`src/rtl/xlat_pkg.sv`:
```
package xlat_pkg;

    typedef enum logic [1:0] {
        W_IDLE = 2'd0,
        W_SEG  = 2'd1,
        W_PAGE = 2'd2,
        W_RESP = 2'd3
    } walk_st_e;

    // Entry field positions that the walker decodes
    localparam int XL_SEG_INV_BIT   = 0;
    localparam int XL_PT_ALIGN      = 6;
    localparam int XL_PG_INV_BIT    = 0;
    localparam int XL_PG_FRAME_LSB  = 4;
    localparam int XL_SEG_STRIDE_SH = 2;  // 4-byte segment entries
    localparam int XL_PG_STRIDE_SH  = 1;  // 2-byte page entries

endpackage

```
`src/rtl/xlat_tlb.sv`:
```
module xlat_tlb #(
    parameter int VPN_W   = 12,
    parameter int FRAME_W = 12,
    parameter int ENTRIES = 8
) (
    input  logic               clk,
    input  logic               rst_n,
    input  logic [VPN_W-1:0]   lk_vpn,
    output logic               lk_hit,
    output logic [FRAME_W-1:0] lk_frame,
    input  logic               fill_en,
    input  logic [VPN_W-1:0]   fill_vpn,
    input  logic [FRAME_W-1:0] fill_frame,
    input  logic               flush
);
    localparam int PTR_W = (ENTRIES > 1) ? $clog2(ENTRIES) : 1;
    localparam logic [PTR_W-1:0] LAST = PTR_W'(ENTRIES - 1);

    typedef struct packed {
        logic [ENTRIES-1:0]              valid;
        logic [ENTRIES-1:0][VPN_W-1:0]   tag;
        logic [ENTRIES-1:0][FRAME_W-1:0] frame;
        logic [PTR_W-1:0]                ptr;
    } tlb_state_t;

    tlb_state_t s_q, s_d;
    logic [ENTRIES-1:0] match;

    for (genvar g = 0; g < ENTRIES; g++) begin : g_cmp
        assign match[g] = s_q.valid[g] && (s_q.tag[g] == lk_vpn);
    end

    always_comb begin
        lk_frame = '0;
        for (int i = 0; i < ENTRIES; i++) begin
            if (match[i]) lk_frame = lk_frame | s_q.frame[i];
        end
    end
    assign lk_hit = |match;

    always_comb begin
        s_d = s_q;
        if (flush) begin
            s_d.valid = '0;
        end else if (fill_en) begin
            s_d.valid[s_q.ptr] = 1'b1;
            s_d.tag[s_q.ptr]   = fill_vpn;
            s_d.frame[s_q.ptr] = fill_frame;
            s_d.ptr            = (s_q.ptr == LAST) ? '0 : s_q.ptr + 1'b1;
        end
    end

    always_ff @(posedge clk or negedge rst_n) begin
        if (!rst_n) s_q <= '0;
        else        s_q <= s_d;
    end

    // a translation occupies at most one slot
    a_r6_single_match: assert property (@(posedge clk) disable iff (!rst_n)
        $onehot0(match));

    // nothing hits on the cycle after a flush
    a_r7_flush_empties: assert property (@(posedge clk) disable iff (!rst_n)
        flush |=> !lk_hit);

    if (ENTRIES > 1) begin : g_rr_chk
        // each fill moves the replacement pointer on
        a_r6_rr_advance: assert property (@(posedge clk) disable iff (!rst_n)
            (fill_en && !flush) |=> (s_q.ptr != $past(s_q.ptr)));
    end

endmodule

```
`src/rtl/xlat_walker.sv`:
```
module xlat_walker
    import xlat_pkg::*;
#(
    parameter int SEG_W   = 4,
    parameter int PAGE_W  = 8,
    parameter int OFF_W   = 12,
    parameter int FRAME_W = 12,
    parameter int MEM_DW  = 32
) (
    input  logic                   clk,
    input  logic                   rst_n,
    input  logic                   req_valid,
    output logic                   req_ready,
    input  logic [SEG_W+PAGE_W+OFF_W-1:0] req_vaddr,
    output logic                   rsp_valid,
    input  logic                   rsp_ready,
    output logic [FRAME_W+OFF_W-1:0] rsp_raddr,
    output logic                   rsp_fault,
    input  logic [FRAME_W+OFF_W-1:0] origin,
    input  logic                   kill,
    input  logic                   lk_hit,
    input  logic [FRAME_W-1:0]     lk_frame,
    output logic                   fill_en,
    output logic [SEG_W+PAGE_W-1:0] fill_vpn,
    output logic [FRAME_W-1:0]     fill_frame,
    output logic                   mem_req,
    output logic [FRAME_W+OFF_W-1:0] mem_addr,
    input  logic                   mem_ack,
    input  logic [MEM_DW-1:0]      mem_rdata
);
    localparam int VA_W = SEG_W + PAGE_W + OFF_W;
    localparam int RA_W = FRAME_W + OFF_W;
    localparam int SEG_PAD = RA_W - SEG_W - XL_SEG_STRIDE_SH;
    localparam int PG_PAD  = RA_W - PAGE_W - XL_PG_STRIDE_SH;

    typedef struct packed {
        walk_st_e          st;
        logic [VA_W-1:0]   vaddr;
        logic [RA_W-1:0]   maddr;
        logic [RA_W-1:0]   raddr;
        logic              fault;
        logic              nofill;
    } walk_state_t;

    walk_state_t w_q, w_d;

    logic [SEG_W-1:0]   req_seg;
    logic [PAGE_W-1:0]  cur_page;
    logic [OFF_W-1:0]   req_off;
    logic [OFF_W-1:0]   cur_off;
    logic [RA_W-1:0]    pt_base;
    logic [FRAME_W-1:0] pg_frame;
    logic               unused_rdata;

    assign req_seg  = req_vaddr[VA_W-1 -: SEG_W];
    assign req_off  = req_vaddr[OFF_W-1:0];
    assign cur_page = w_q.vaddr[OFF_W +: PAGE_W];
    assign cur_off  = w_q.vaddr[OFF_W-1:0];
    assign pt_base  = {mem_rdata[RA_W-1:XL_PT_ALIGN], {XL_PT_ALIGN{1'b0}}};
    assign pg_frame = mem_rdata[XL_PG_FRAME_LSB +: FRAME_W];
    assign unused_rdata = ^{mem_rdata[MEM_DW-1:RA_W], mem_rdata[XL_PG_FRAME_LSB-1:1]};

    always_comb begin
        w_d       = w_q;
        req_ready = 1'b0;
        mem_req   = 1'b0;
        fill_en   = 1'b0;
        unique case (w_q.st)
            W_IDLE: begin
                req_ready = 1'b1;
                if (req_valid) begin
                    w_d.vaddr  = req_vaddr;
                    w_d.nofill = kill;
                    if (lk_hit) begin
                        w_d.raddr = {lk_frame, req_off};
                        w_d.fault = 1'b0;
                        w_d.st    = W_RESP;
                    end else begin
                        w_d.maddr = origin +
                            {{SEG_PAD{1'b0}}, req_seg, {XL_SEG_STRIDE_SH{1'b0}}};
                        w_d.st    = W_SEG;
                    end
                end
            end
            W_SEG: begin
                mem_req    = 1'b1;
                w_d.nofill = w_q.nofill | kill;
                if (mem_ack) begin
                    if (mem_rdata[XL_SEG_INV_BIT]) begin
                        w_d.fault = 1'b1;
                        w_d.raddr = '0;
                        w_d.st    = W_RESP;
                    end else begin
                        w_d.maddr = pt_base +
                            {{PG_PAD{1'b0}}, cur_page, {XL_PG_STRIDE_SH{1'b0}}};
                        w_d.st    = W_PAGE;
                    end
                end
            end
            W_PAGE: begin
                mem_req    = 1'b1;
                w_d.nofill = w_q.nofill | kill;
                if (mem_ack) begin
                    w_d.st = W_RESP;
                    if (mem_rdata[XL_PG_INV_BIT]) begin
                        w_d.fault = 1'b1;
                        w_d.raddr = '0;
                    end else begin
                        w_d.fault = 1'b0;
                        w_d.raddr = {pg_frame, cur_off};
                        fill_en   = !(w_q.nofill || kill);
                    end
                end
            end
            W_RESP: begin
                if (rsp_ready) w_d.st = W_IDLE;
            end
            default: w_d.st = W_IDLE;
        endcase
    end

    always_ff @(posedge clk or negedge rst_n) begin
        if (!rst_n) begin
            w_q    <= '0;
            w_q.st <= W_IDLE;
        end else begin
            w_q <= w_d;
        end
    end

    assign rsp_valid  = (w_q.st == W_RESP);
    assign rsp_raddr  = w_q.raddr;
    assign rsp_fault  = w_q.fault;
    assign mem_addr   = w_q.maddr;
    assign fill_vpn   = w_q.vaddr[VA_W-1:OFF_W];
    assign fill_frame = pg_frame;

    // a pending read keeps its request and address
    a_r11_mem_hold: assert property (@(posedge clk) disable iff (!rst_n)
        (mem_req && !mem_ack) |=> (mem_req && $stable(mem_addr)));

    // a stalled response does not change
    a_r9_rsp_hold: assert property (@(posedge clk) disable iff (!rst_n)
        (rsp_valid && !rsp_ready) |=> (rsp_valid && $stable(rsp_raddr) && $stable(rsp_fault)));

    // no new request while a response is pending
    a_r9_busy: assert property (@(posedge clk) disable iff (!rst_n)
        rsp_valid |-> !req_ready);

    // a hit answers next cycle without reading memory
    a_r3_hit_fast: assert property (@(posedge clk) disable iff (!rst_n)
        (req_valid && req_ready && lk_hit) |=> (rsp_valid && !mem_req));

    // a fault answer never follows a fill
    a_r4_fault_no_fill: assert property (@(posedge clk) disable iff (!rst_n)
        ($rose(rsp_valid) && rsp_fault) |-> !$past(fill_en));

endmodule

```
`src/rtl/xlat_top.sv`:
```
module xlat_top #(
    parameter int SEG_W   = 4,
    parameter int PAGE_W  = 8,
    parameter int OFF_W   = 12,
    parameter int FRAME_W = 12,
    parameter int ENTRIES = 8,
    parameter int MEM_DW  = 32
) (
    input  logic                         clk,
    input  logic                         rst_n,
    input  logic                         req_valid,
    output logic                         req_ready,
    input  logic [SEG_W+PAGE_W+OFF_W-1:0] req_vaddr,
    output logic                         rsp_valid,
    input  logic                         rsp_ready,
    output logic [FRAME_W+OFF_W-1:0]     rsp_raddr,
    output logic                         rsp_fault,
    input  logic                         org_we,
    input  logic [FRAME_W+OFF_W-1:0]     org_addr,
    input  logic                         purge,
    output logic                         mem_req,
    output logic [FRAME_W+OFF_W-1:0]     mem_addr,
    input  logic                         mem_ack,
    input  logic [MEM_DW-1:0]            mem_rdata
);
    localparam int VA_W  = SEG_W + PAGE_W + OFF_W;
    localparam int RA_W  = FRAME_W + OFF_W;
    localparam int VPN_W = SEG_W + PAGE_W;

    typedef struct packed {
        logic [RA_W-1:0] origin;
    } top_state_t;

    top_state_t t_q, t_d;

    logic               kill;
    logic               lk_hit;
    logic [FRAME_W-1:0] lk_frame;
    logic               fill_en;
    logic [VPN_W-1:0]   fill_vpn;
    logic [FRAME_W-1:0] fill_frame;

    assign kill = purge | org_we;

    always_comb begin
        t_d = t_q;
        if (org_we) t_d.origin = org_addr;
    end

    always_ff @(posedge clk or negedge rst_n) begin
        if (!rst_n) t_q <= '0;
        else        t_q <= t_d;
    end

    xlat_tlb #(
        .VPN_W   (VPN_W),
        .FRAME_W (FRAME_W),
        .ENTRIES (ENTRIES)
    ) u_tlb (
        .clk        (clk),
        .rst_n      (rst_n),
        .lk_vpn     (req_vaddr[VA_W-1:OFF_W]),
        .lk_hit     (lk_hit),
        .lk_frame   (lk_frame),
        .fill_en    (fill_en),
        .fill_vpn   (fill_vpn),
        .fill_frame (fill_frame),
        .flush      (kill)
    );

    xlat_walker #(
        .SEG_W   (SEG_W),
        .PAGE_W  (PAGE_W),
        .OFF_W   (OFF_W),
        .FRAME_W (FRAME_W),
        .MEM_DW  (MEM_DW)
    ) u_walk (
        .clk        (clk),
        .rst_n      (rst_n),
        .req_valid  (req_valid),
        .req_ready  (req_ready),
        .req_vaddr  (req_vaddr),
        .rsp_valid  (rsp_valid),
        .rsp_ready  (rsp_ready),
        .rsp_raddr  (rsp_raddr),
        .rsp_fault  (rsp_fault),
        .origin     (t_q.origin),
        .kill       (kill),
        .lk_hit     (lk_hit),
        .lk_frame   (lk_frame),
        .fill_en    (fill_en),
        .fill_vpn   (fill_vpn),
        .fill_frame (fill_frame),
        .mem_req    (mem_req),
        .mem_addr   (mem_addr),
        .mem_ack    (mem_ack),
        .mem_rdata  (mem_rdata)
    );

    // an origin load takes the presented address
    a_r8_origin_load: assert property (@(posedge clk) disable iff (!rst_n)
        org_we |=> (t_q.origin == $past(org_addr)));

    // no fill in the cycle of a purge or origin load
    a_r10_kill_blocks_fill: assert property (@(posedge clk) disable iff (!rst_n)
        kill |-> !fill_en);

endmodule

```
`config.mk`:
```
export PLATFORM = sky130hd
export DESIGN_NAME = xlat_top
export DESIGN_NICKNAME = d
export VERILOG_FILES = /design/src/rtl/xlat_pkg.sv /design/src/rtl/xlat_tlb.sv /design/src/rtl/xlat_walker.sv /design/src/rtl/xlat_top.sv
export SDC_FILE = /design/constraint.sdc
export NUM_CORES = 1
export LEC_CHECK = 0
export BUFFER_PORTS_ARGS = -buffer_cell sky130_fd_sc_hd__buf_2
export CELL_PAD_IN_SITES_DETAIL_PLACEMENT = 0
export CELL_PAD_IN_SITES_GLOBAL_PLACEMENT = 1
export CORE_MARGIN = 3
export CORE_UTILIZATION = 45
export CTS_CLUSTER_SIZE = 14
export DETAILED_ROUTE_END_ITERATION = 6
export GPL_TIMING_DRIVEN = 0
export PLACE_DENSITY = 0.76
export SLEW_MARGIN = 20
export SYNTH_ARGS = -nofsm -noshare
export SYNTH_HDL_FRONTEND = slang
export SYNTH_SLANG_ARGS = --single-unit
```
`constraint.sdc`:
```
create_clock -name clk -period 4.6 [get_ports clk]
set_clock_uncertainty 0.1 [all_clocks]
set_input_delay 0.46 -clock clk [delete_from_list [all_inputs] [get_ports clk]]
set_output_delay 0.46 -clock clk [all_outputs]
set_load 0.02 [all_outputs]
```
==> summary.md, run 1 <==
| Metric | Value |
|---|---|
| Status | `completed` |
| Sink Count | `303` |
| Setup TNS Final | `0 ns` |
| Worst-path clk slew | `0.06 ns` |
| Final Total Pwr | `0.00893 W` |
| CP required | `4.88 ns` |
| Diodes inserted | `0` |
| Peak supply drop | `0.269 mV` |
| Post-Synth Adder-Cell Area | `0.0146` |
| Top Ports | `139` |
| Synth top area share | `0.513` |
| GR Overflow Total | `0` |
| Core area | `0.0320 mm²` |
| Worst skew pair latency | `0.51 ns` |
| Post-Synthesis Net Count | `1303` |
| Global routing's busiest layer | `met2` |
| Met2 GRT Util | `0.348` |
| Post-synthesis compound-gate area fraction | `0.0750` |
| Routed length per instance | `21.1 µm` |
| Crit start category | `register` |
| Reg2Reg Depth | `7` |
| Crit. End Element | `register` |
| Vias in the first global route | `10200` |
| Die Height | `187 µm` |
| Met3 GRT Util | `0.0305` |
| Main synth FF type | `dfrtp_1` |
| Flop2flop setup slack | `1.26 ns` |
| H-tree level count | `2` |
| Fin crit share | `0.725` |
| Routed WL | `38.4 mm` |
| Register bit total from synthesis | `303` |
| Cell Pwr Density | `521 mW/mm²` |
| Die ar. | `0.0351 mm²` |
| Number of flops mapped to enable cells by yosys | `0` |
| Reg-to-reg startpoint | `u_walk.w_q[74]$_DFFE_PN0P_` |
| First-pass GRT wire length | `60.3 mm` |
| Max Transition Viols Final | `0` |
| Final WS setup | `1.26 ns` |
| Gr usage total | `0.218` |
| Root Driver | `clkbuf_16` |
| Area leader, netlist | `dfrtp_1` |
| Fmax | `300 MHz` |
| I/O Buffers | `119` |
| Drt initial violations | `557` |
| P_leak | `8.06 nW` |
| TritonRoute pass-1 iters | `4` |
| GPL Wtd Cong | `0.813` |
| Initial Utilization | `0.463` |
| Initial antenna violation count | `0` |
| Largest family of logic cells by synthesized area | `multiplexers` |
| Post-Synth XOR/XNOR Area | `0.0776` |
| Area delta synth->final | `15.9%` |
| Post-Syn Area | `0.0148 mm²` |
| Crit Path Class | `reg -> reg` |
| Mean Syn Cell Area | `12.3 µm²` |
| Max Buffers Root-to-Sink | `3` |
| Fill cells | `2787` |
| Worst Setup SP | `u_walk.w_q[74]$_DFFE_PN0P_` |
| Final min period | `3.34 ns` |
| Post-CTS resize count | `0` |
| Residual DRC count | `0` |
| Die width | `187 µm` |
| Fraction of registers with async set/reset | `1.00` |
| Hold Crit Class | `in -> reg` |
| Final hold viol count | `0` |
| Fraction of synthesized area in multiplexers | `0.192` |
| Worst slack at placement | `1.06 ns` |
| Nets | `1462` |
| Fraction of layout instances using a drive strength above 1 | `0.375` |
| Total CTS buffers | `34` |
| CTS tree | `done` |
| Post-Synthesis Cells | `1200` |
| RSZ-0062 raised after global routing | `no` |
| Post-route ant nets | `0` |
| DP Wirelength | `26.2 mm` |
| Critical path peak fanout | `10` |
| Post-synthesis sequential area ratio | `0.513` |
| Row count | `65` |
| Syn. warnings | `0` |
| Slew of the pin with the lowest slew margin | `0.999 ns` |
| Routed via count | `9914` |
| Largest net degree at the start of global routing | `93` |
| Synth area leaders | `dfrtp_1, mux2_2, xnor2_1` |
| Global-route met1 utilization | `0.312` |
| Slew headroom | `0.328` |
| WP data arrival | `3.61 ns` |
| Max-cap viol count | `0` |
| Simple-gate share of the synthesized area | `0.0735` |
| Via-per-instance ratio | `5.45` |
| Final setup violation count | `0` |
| Distinct cells, synth | `58` |
-- worst min-delay path by stage --
stage | start | endpoint | slack (ns) | cells past startpoint
global route | org_addr[9] | t_q[9]$_DFFE_PN0P_ | 0.06 | 2
finish | org_addr[22] | t_q[22]$_DFFE_PN0P_ | 0.07 | 3
global placement | u_tlb.s_q[202]$_DFFE_PN0P_ | u_tlb.s_q[202]$_DFFE_PN0P_ | 0.36 | 2
CTS | org_addr[22] | t_q[22]$_DFFE_PN0P_ | 0.05 | 3
detailed placement | rst_n | u_walk.rsp_raddr[13]$_DFFE_PN0P_ | 0.30 | 1
floorplan | rst_n | asynchronous set/reset pin | 0.06 | 0
-- critical path: stages (launching register included) --
cell      delay (ns)
dfrtp_1         0.43
inv_1           0.12
ha_1            0.22
nor2b_1         0.24
nand4b_2        0.38
nor4b_2         0.95
buf_4           0.38
mux2_2          0.36
-- layer usage --
metal | share of wire | vias to the layer above
li1 | - | 4553
met1 | 0.47 | 5079
met2 | 0.46 | 213
met3 | 0.038 | 69
met4 | 0.027 | 0
met5 | 0 | -
-- per-stage QoR --
stage               instances  hold slack, ns  area [µm²]  utilization
floorplan                1200          0.0644       14800            -
global placement         1754           0.362       15900        0.498
detailed placement       1757           0.305       16000        0.501
CTS                      1818          0.0509       17100        0.536
global route             1818          0.0615       17100        0.536
finish                   1818          0.0662       17100        0.536
-- layout by cell type (no fill, tap or decap), types with 7 or more instances in the layout --
master | synthesis | layout
clkinv_2 | 0 | 8
xor2_1 | 30 | 30
buf_4 | 65 | 65
nor2_1 | 41 | 41
mux2_1 | 19 | 19
nand3_1 | 20 | 20
nor4_2 | 7 | 7
clkbuf_8 | 0 | 10
clkbuf_16 | 0 | 35
a31oi_1 | 10 | 10
a221oi_1 | 9 | 9
mux2_2 | 232 | 232
ha_1 | 14 | 14
clkbuf_1 | 31 | 36
xnor2_1 | 101 | 101
a22o_1 | 12 | 12
nand4_1 | 25 | 25
a21o_1 | 7 | 7
dfrtp_1 | 303 | 303
a21oi_1 | 22 | 22
a22oi_1 | 41 | 41
o22ai_1 | 17 | 17
inv_1 | 17 | 17
nand2_1 | 70 | 70
buf_2 | 15 | 133
buf_1 | 8 | 8
o21ai_0 | 21 | 21
-- synthesized netlist by cell type (all sizes together), types with 9 or more instances --
cell type	n
a21oi	23
a221oi	9
a22o	12
a22oi	41
a31oi	11
buf	90
clkbuf	31
dfrtp	303
ha	14
inv	18
mux2	251
nand2	70
nand3	21
nand4	26
nor2	42
nor4	13
o21ai	22
o22ai	17
xnor2	101
xor2	30
-- cells by family (layout without fill, tap and decap cells) --
family / after synthesis / in the layout
simple gates: 198 / 198
xor+xnor: 131 / 131
compound gates: 159 / 159
flops: 303 / 303
mux: 252 / 252
buf+inv: 141 / 324
fa+ha+maj: 16 / 16
-- timing repair --
action | CTS | global route
endpoints found under the hold margin | 47 | 0
hold buffers | 1 | 0
setup buffers | 0 | 0
-- area by class of cell --
class                           instances  area (µm²)  area share
Inverter                               20        75.1     0.00438
Multi-Input combinational cell        756        6390       0.373
Clock buffer                           50        1030      0.0602
Buffer                                121         732      0.0427
Timing Repair Buffer                  123         698      0.0407
Tap cell                              435         544      0.0318
Sequential cell                       303        7580       0.442
Clock inverter                         10        78.8     0.00460
-- report_power, final --
group          internal, W  switching, W
combinational      0.00119       0.00156
sequential         0.00313      0.000349
clock              0.00161       0.00108
total              0.00593       0.00300
Note: power is estimated with default switching activity, not from simulation.
==> inputs of run 2 (changes only) <==
- ABC_AREA: default -> 1
- CORE_UTILIZATION: 45 -> 40
- PLACE_DENSITY: 0.76 -> 0.78
- clock period: 4.6 -> 2.8 ns (I/O delays scaled with it)
==> run 2 against run 1 <==
Final area grew 12%. Clock-buffer cell count rose by 2. Critical path depth rose by 2. Power grew 70%. First-iteration DRC count increased to 2.8 times the previous value. Clock power rose by 74%. Fmax increased by 29%. Worst setup slack lost 1.0 ns. Global-route usage grew 4.0 points. Via count is 57% higher. Synthesized cell count up 89%. Hold slack worse by 0.032 ns.
==> summary.md, run 2 <==
| Metric | Value |
|---|---|
| Setup TNS Final | `0 ns (unchanged)` |
| Post-synthesis sequential area ratio | `0.465 (-0.0477)` |
| Final min period | `2.58 ns (-0.759 ns)` |
| Status | `completed` |
| Sink Count | `303 (unchanged)` |
| Critical path peak fanout | `10 (unchanged)` |
| Nets | `2573 (+76%)` |
| RSZ-0062 raised after global routing | `no` |
| I/O Buffers | `120 (+0.84%)` |
| Core Util, Final | `0.481 (-0.0553)` |
| Diodes inserted | `0 (unchanged)` |
| Post-route ant nets | `0 (unchanged)` |
| Max Buffers Root-to-Sink | `3 (unchanged)` |
| Initial Utilization | `0.407 (-0.0551)` |
| Crit start category | `register` |
| Largest net degree at the start of global routing | `88 (-5.4%)` |
| Residual DRC count | `0 (unchanged)` |
| Routed WL | `56.6 mm (+47%)` |
| DP Wirelength | `40.8 mm (+56%)` |
| Slew of the pin with the lowest slew margin | `0.734 ns (-0.265 ns)` |
| Top post-synthesis cells by count | `nand2_1, dfrtp_1, o21ai_0` |
| Fin crit share | `0.921 (+0.195)` |
| Top Ports | `139 (unchanged)` |
| Final WS setup | `0.222 ns (-1.04 ns)` |
| TritonRoute pass-1 iters | `6 (+2)` |
| Hold WS | `0.0341 ns (-0.0321 ns)` |
| Register bit total from synthesis | `303 (unchanged)` |
| Die width | `208 µm (+11%)` |
| Via-per-instance ratio | `5.16 (-5.4%)` |
| Post-Synthesis Net Count | `2369 (+82%)` |
| Fill cells | `4065 (+46%)` |
| Worst skew pair latency | `0.55 ns (+0.04 ns)` |
| Die ar. | `0.0432 mm² (+23%)` |
| Slowest CP cell | `nor2_1` |
| Initial antenna violation count | `0 (unchanged)` |
| Final setup violation count | `0 (unchanged)` |
| Area leader, netlist | `dfrtp_1` |
| Max Transition Viols Final | `0 (unchanged)` |
| Core area | `0.0400 mm² (+25%)` |
| Commonest non-fill, non-tap cells in the layout | `nand2_1, dfrtp_1, o21ai_0` |
| Syn. warnings | `0 (unchanged)` |
| Post-Syn Area | `0.0163 mm² (+10%)` |
| Critical path's largest stage delay | `0.58 ns (-0.37 ns)` |
| Crit Path Class | `reg -> reg` |
| Row count | `73 (+12%)` |
| Area delta synth->final | `18.0%` |
| Worst slack at placement | `-0.170 ns (-1.23 ns)` |
| Critical path, cell by cell | `inv_1 > ha_1 > inv_1 > nor2_1 > clkbuf_1 > nand2_1 > nand2_1 > nand2_1 > nand2_1` |
| Cell Pwr Density | `787 mW/mm² (+51%)` |
| Post-Synthesis Cells | `2266 (+89%)` |
| Fmax | `388 MHz (+29%)` |
| Hold Crit Class | `in -> reg` |
| Main synth FF type | `dfrtp_1` |
| Crit. End Element | `register` |
| WP data arrival | `2.98 ns (-0.63 ns)` |
| GPL Wtd Cong | `0.914 (+12%)` |
| Drt initial violations | `1586 (+180%)` |
| Multi-input logic area | `0.00712 mm² (+11%)` |
| Register Area | `0.00758 mm² (unchanged)` |
| First-pass GRT wire length | `87.1 mm (+45%)` |
| CP required | `3.20 ns (-1.68 ns)` |
| Root Driver | `clkbuf_16` |
| Die Height | `208 µm (+11%)` |
| Most used cell along the critical path | `nand2_1` |
| Distinct cells, synth | `42 (-28%)` |
| Slew headroom | `0.509 (+0.180)` |
| Max-cap viol count | `0 (unchanged)` |
| Synth area leaders | `dfrtp_1, nand2_1, o21ai_0` |
| Buf/Inv on CP | `3 (+1)` |
| Peak supply drop | `0.523 mV (+94%)` |
| P_leak | `9.86 nW (+22%)` |
| Final hold viol count | `0 (unchanged)` |
| Fraction of registers with async set/reset | `1.00 (unchanged)` |
| Commonest non-fill, non-tap cell in the layout | `nand2_1` |
| Fraction of layout instances using a drive strength above 1 | `0.125 (-0.250)` |
| Routed via count | `15600 (+57%)` |
| Top-count cell post-synth | `nand2_1` |
| Worst-path clk slew | `0.06 ns (about the same)` |
| Total CTS buffers | `36 (+5.9%)` |
| H-tree level count | `2 (unchanged)` |
| Top delay family on crit path | `simple AND/OR/NAND/NOR gates` |
| Synth top area share | `0.465 (-0.0477)` |
| CTS tree | `done` |
| GR Overflow Total | `0 (unchanged)` |
| Mean Syn Cell Area | `7.19 µm² (-42%)` |
| Number of flops mapped to enable cells by yosys | `0 (unchanged)` |
| Vias in the first global route | `14800 (+46%)` |
| Routed length per instance | `18.7 µm (-11%)` |
| Gr usage total | `0.258 (+0.0397)` |
## run 2: power breakdown
part,total (W),internal (W),switching [W]
clock network,0.00469,0.00277,0.00192
registers,0.00567,0.00514,0.000535
logic,0.00478,0.00158,0.00320
total,0.0151,0.00948,0.00565
## run 2: path summary, 6_finish.rpt
path	startpoint	to	slack (ns)	cells after the start
max in group asynchronous	rst_n	u_walk.mem_addr[3]$_DFFE_PN0P_	1.18	4
min in group asynchronous	rst_n	asynchronous set/reset pin	0.18	2
min reg2reg	u_walk.mem_addr[11]$_DFFE_PN0P_	u_walk.mem_addr[11]$_DFFE_PN0P_	0.37	2
max	u_walk.w_q[75]$_DFFE_PN0P_	u_walk.rsp_raddr[12]$_DFFE_PN0P_	0.22	9
min	org_we	u_tlb.s_q[200]$_DFFE_PN0P_	0.03	4
max reg2reg	u_walk.w_q[75]$_DFFE_PN0P_	u_walk.rsp_raddr[12]$_DFFE_PN0P_	0.22	9
## run 2: kinds of logic (layout without fill, tap and decap cells)
logic type	after synthesis	after routing	synth area share
fa+ha+maj	16	16	0.0132
xor+xnor	7	7	0.00376
buf+inv	349	577	0.0989
simple gates	1261	1261	0.311
mux	10	10	0.00691
flops	303	303	0.465
compound gates	320	320	0.101
## run 2: worst reg2reg max path, stage by stage, from the launching register on
cell      delay (ns)
dfrtp_1         0.44
inv_1           0.09
ha_1            0.31
inv_1           0.08
nor2_1          0.58
clkbuf_1        0.54
nand2_1         0.10
nand2_1         0.16
nand2_1         0.07
nand2_1         0.05
## run 2: stage by stage
stage	std cells	power, W	instance area (µm²)
after detailed placement	2914	0.0104	17600
after CTS	3016	0.0152	19200
final	3019	0.0151	19200
after global placement	2911	0.0103	17600
after global routing	3019	0.0160	19200
after floorplan	2266	0.00867	16300
## run 2: cell type report
type	count	share of cell area
Timing Repair Buffer	166	0.0580
Clock inverter	10	0.00559
Multi-Input combinational cell	1614	0.370
Clock buffer	52	0.0542
Tap cell	525	0.0341
Buffer	148	0.0444
Sequential cell	303	0.394
Inverter	201	0.0395
## run 2: per-layer routing
layer | vias up | track usage | wire length (µm)
met2 | 497 | 0.400 | 25200
met3 | 97 | 0.0484 | 3870
met4 | 0 | 0.0784 | 1660
met1 | 7461 | 0.369 | 25800
li1 | 7525 | - | -
met5 | - | 0 | 0
## run 2: timing repair
| item | in CTS | in global routing |
|---|---|---|
| resized for setup | 1 | 3 |
| hold endpoints to repair | 126 | 0 |
| setup endpoints to repair | 2 | 65 |
| pin swaps | 0 | 1 |
| setup buffers | 0 | 3 |
| hold buffers | 40 | 0 |
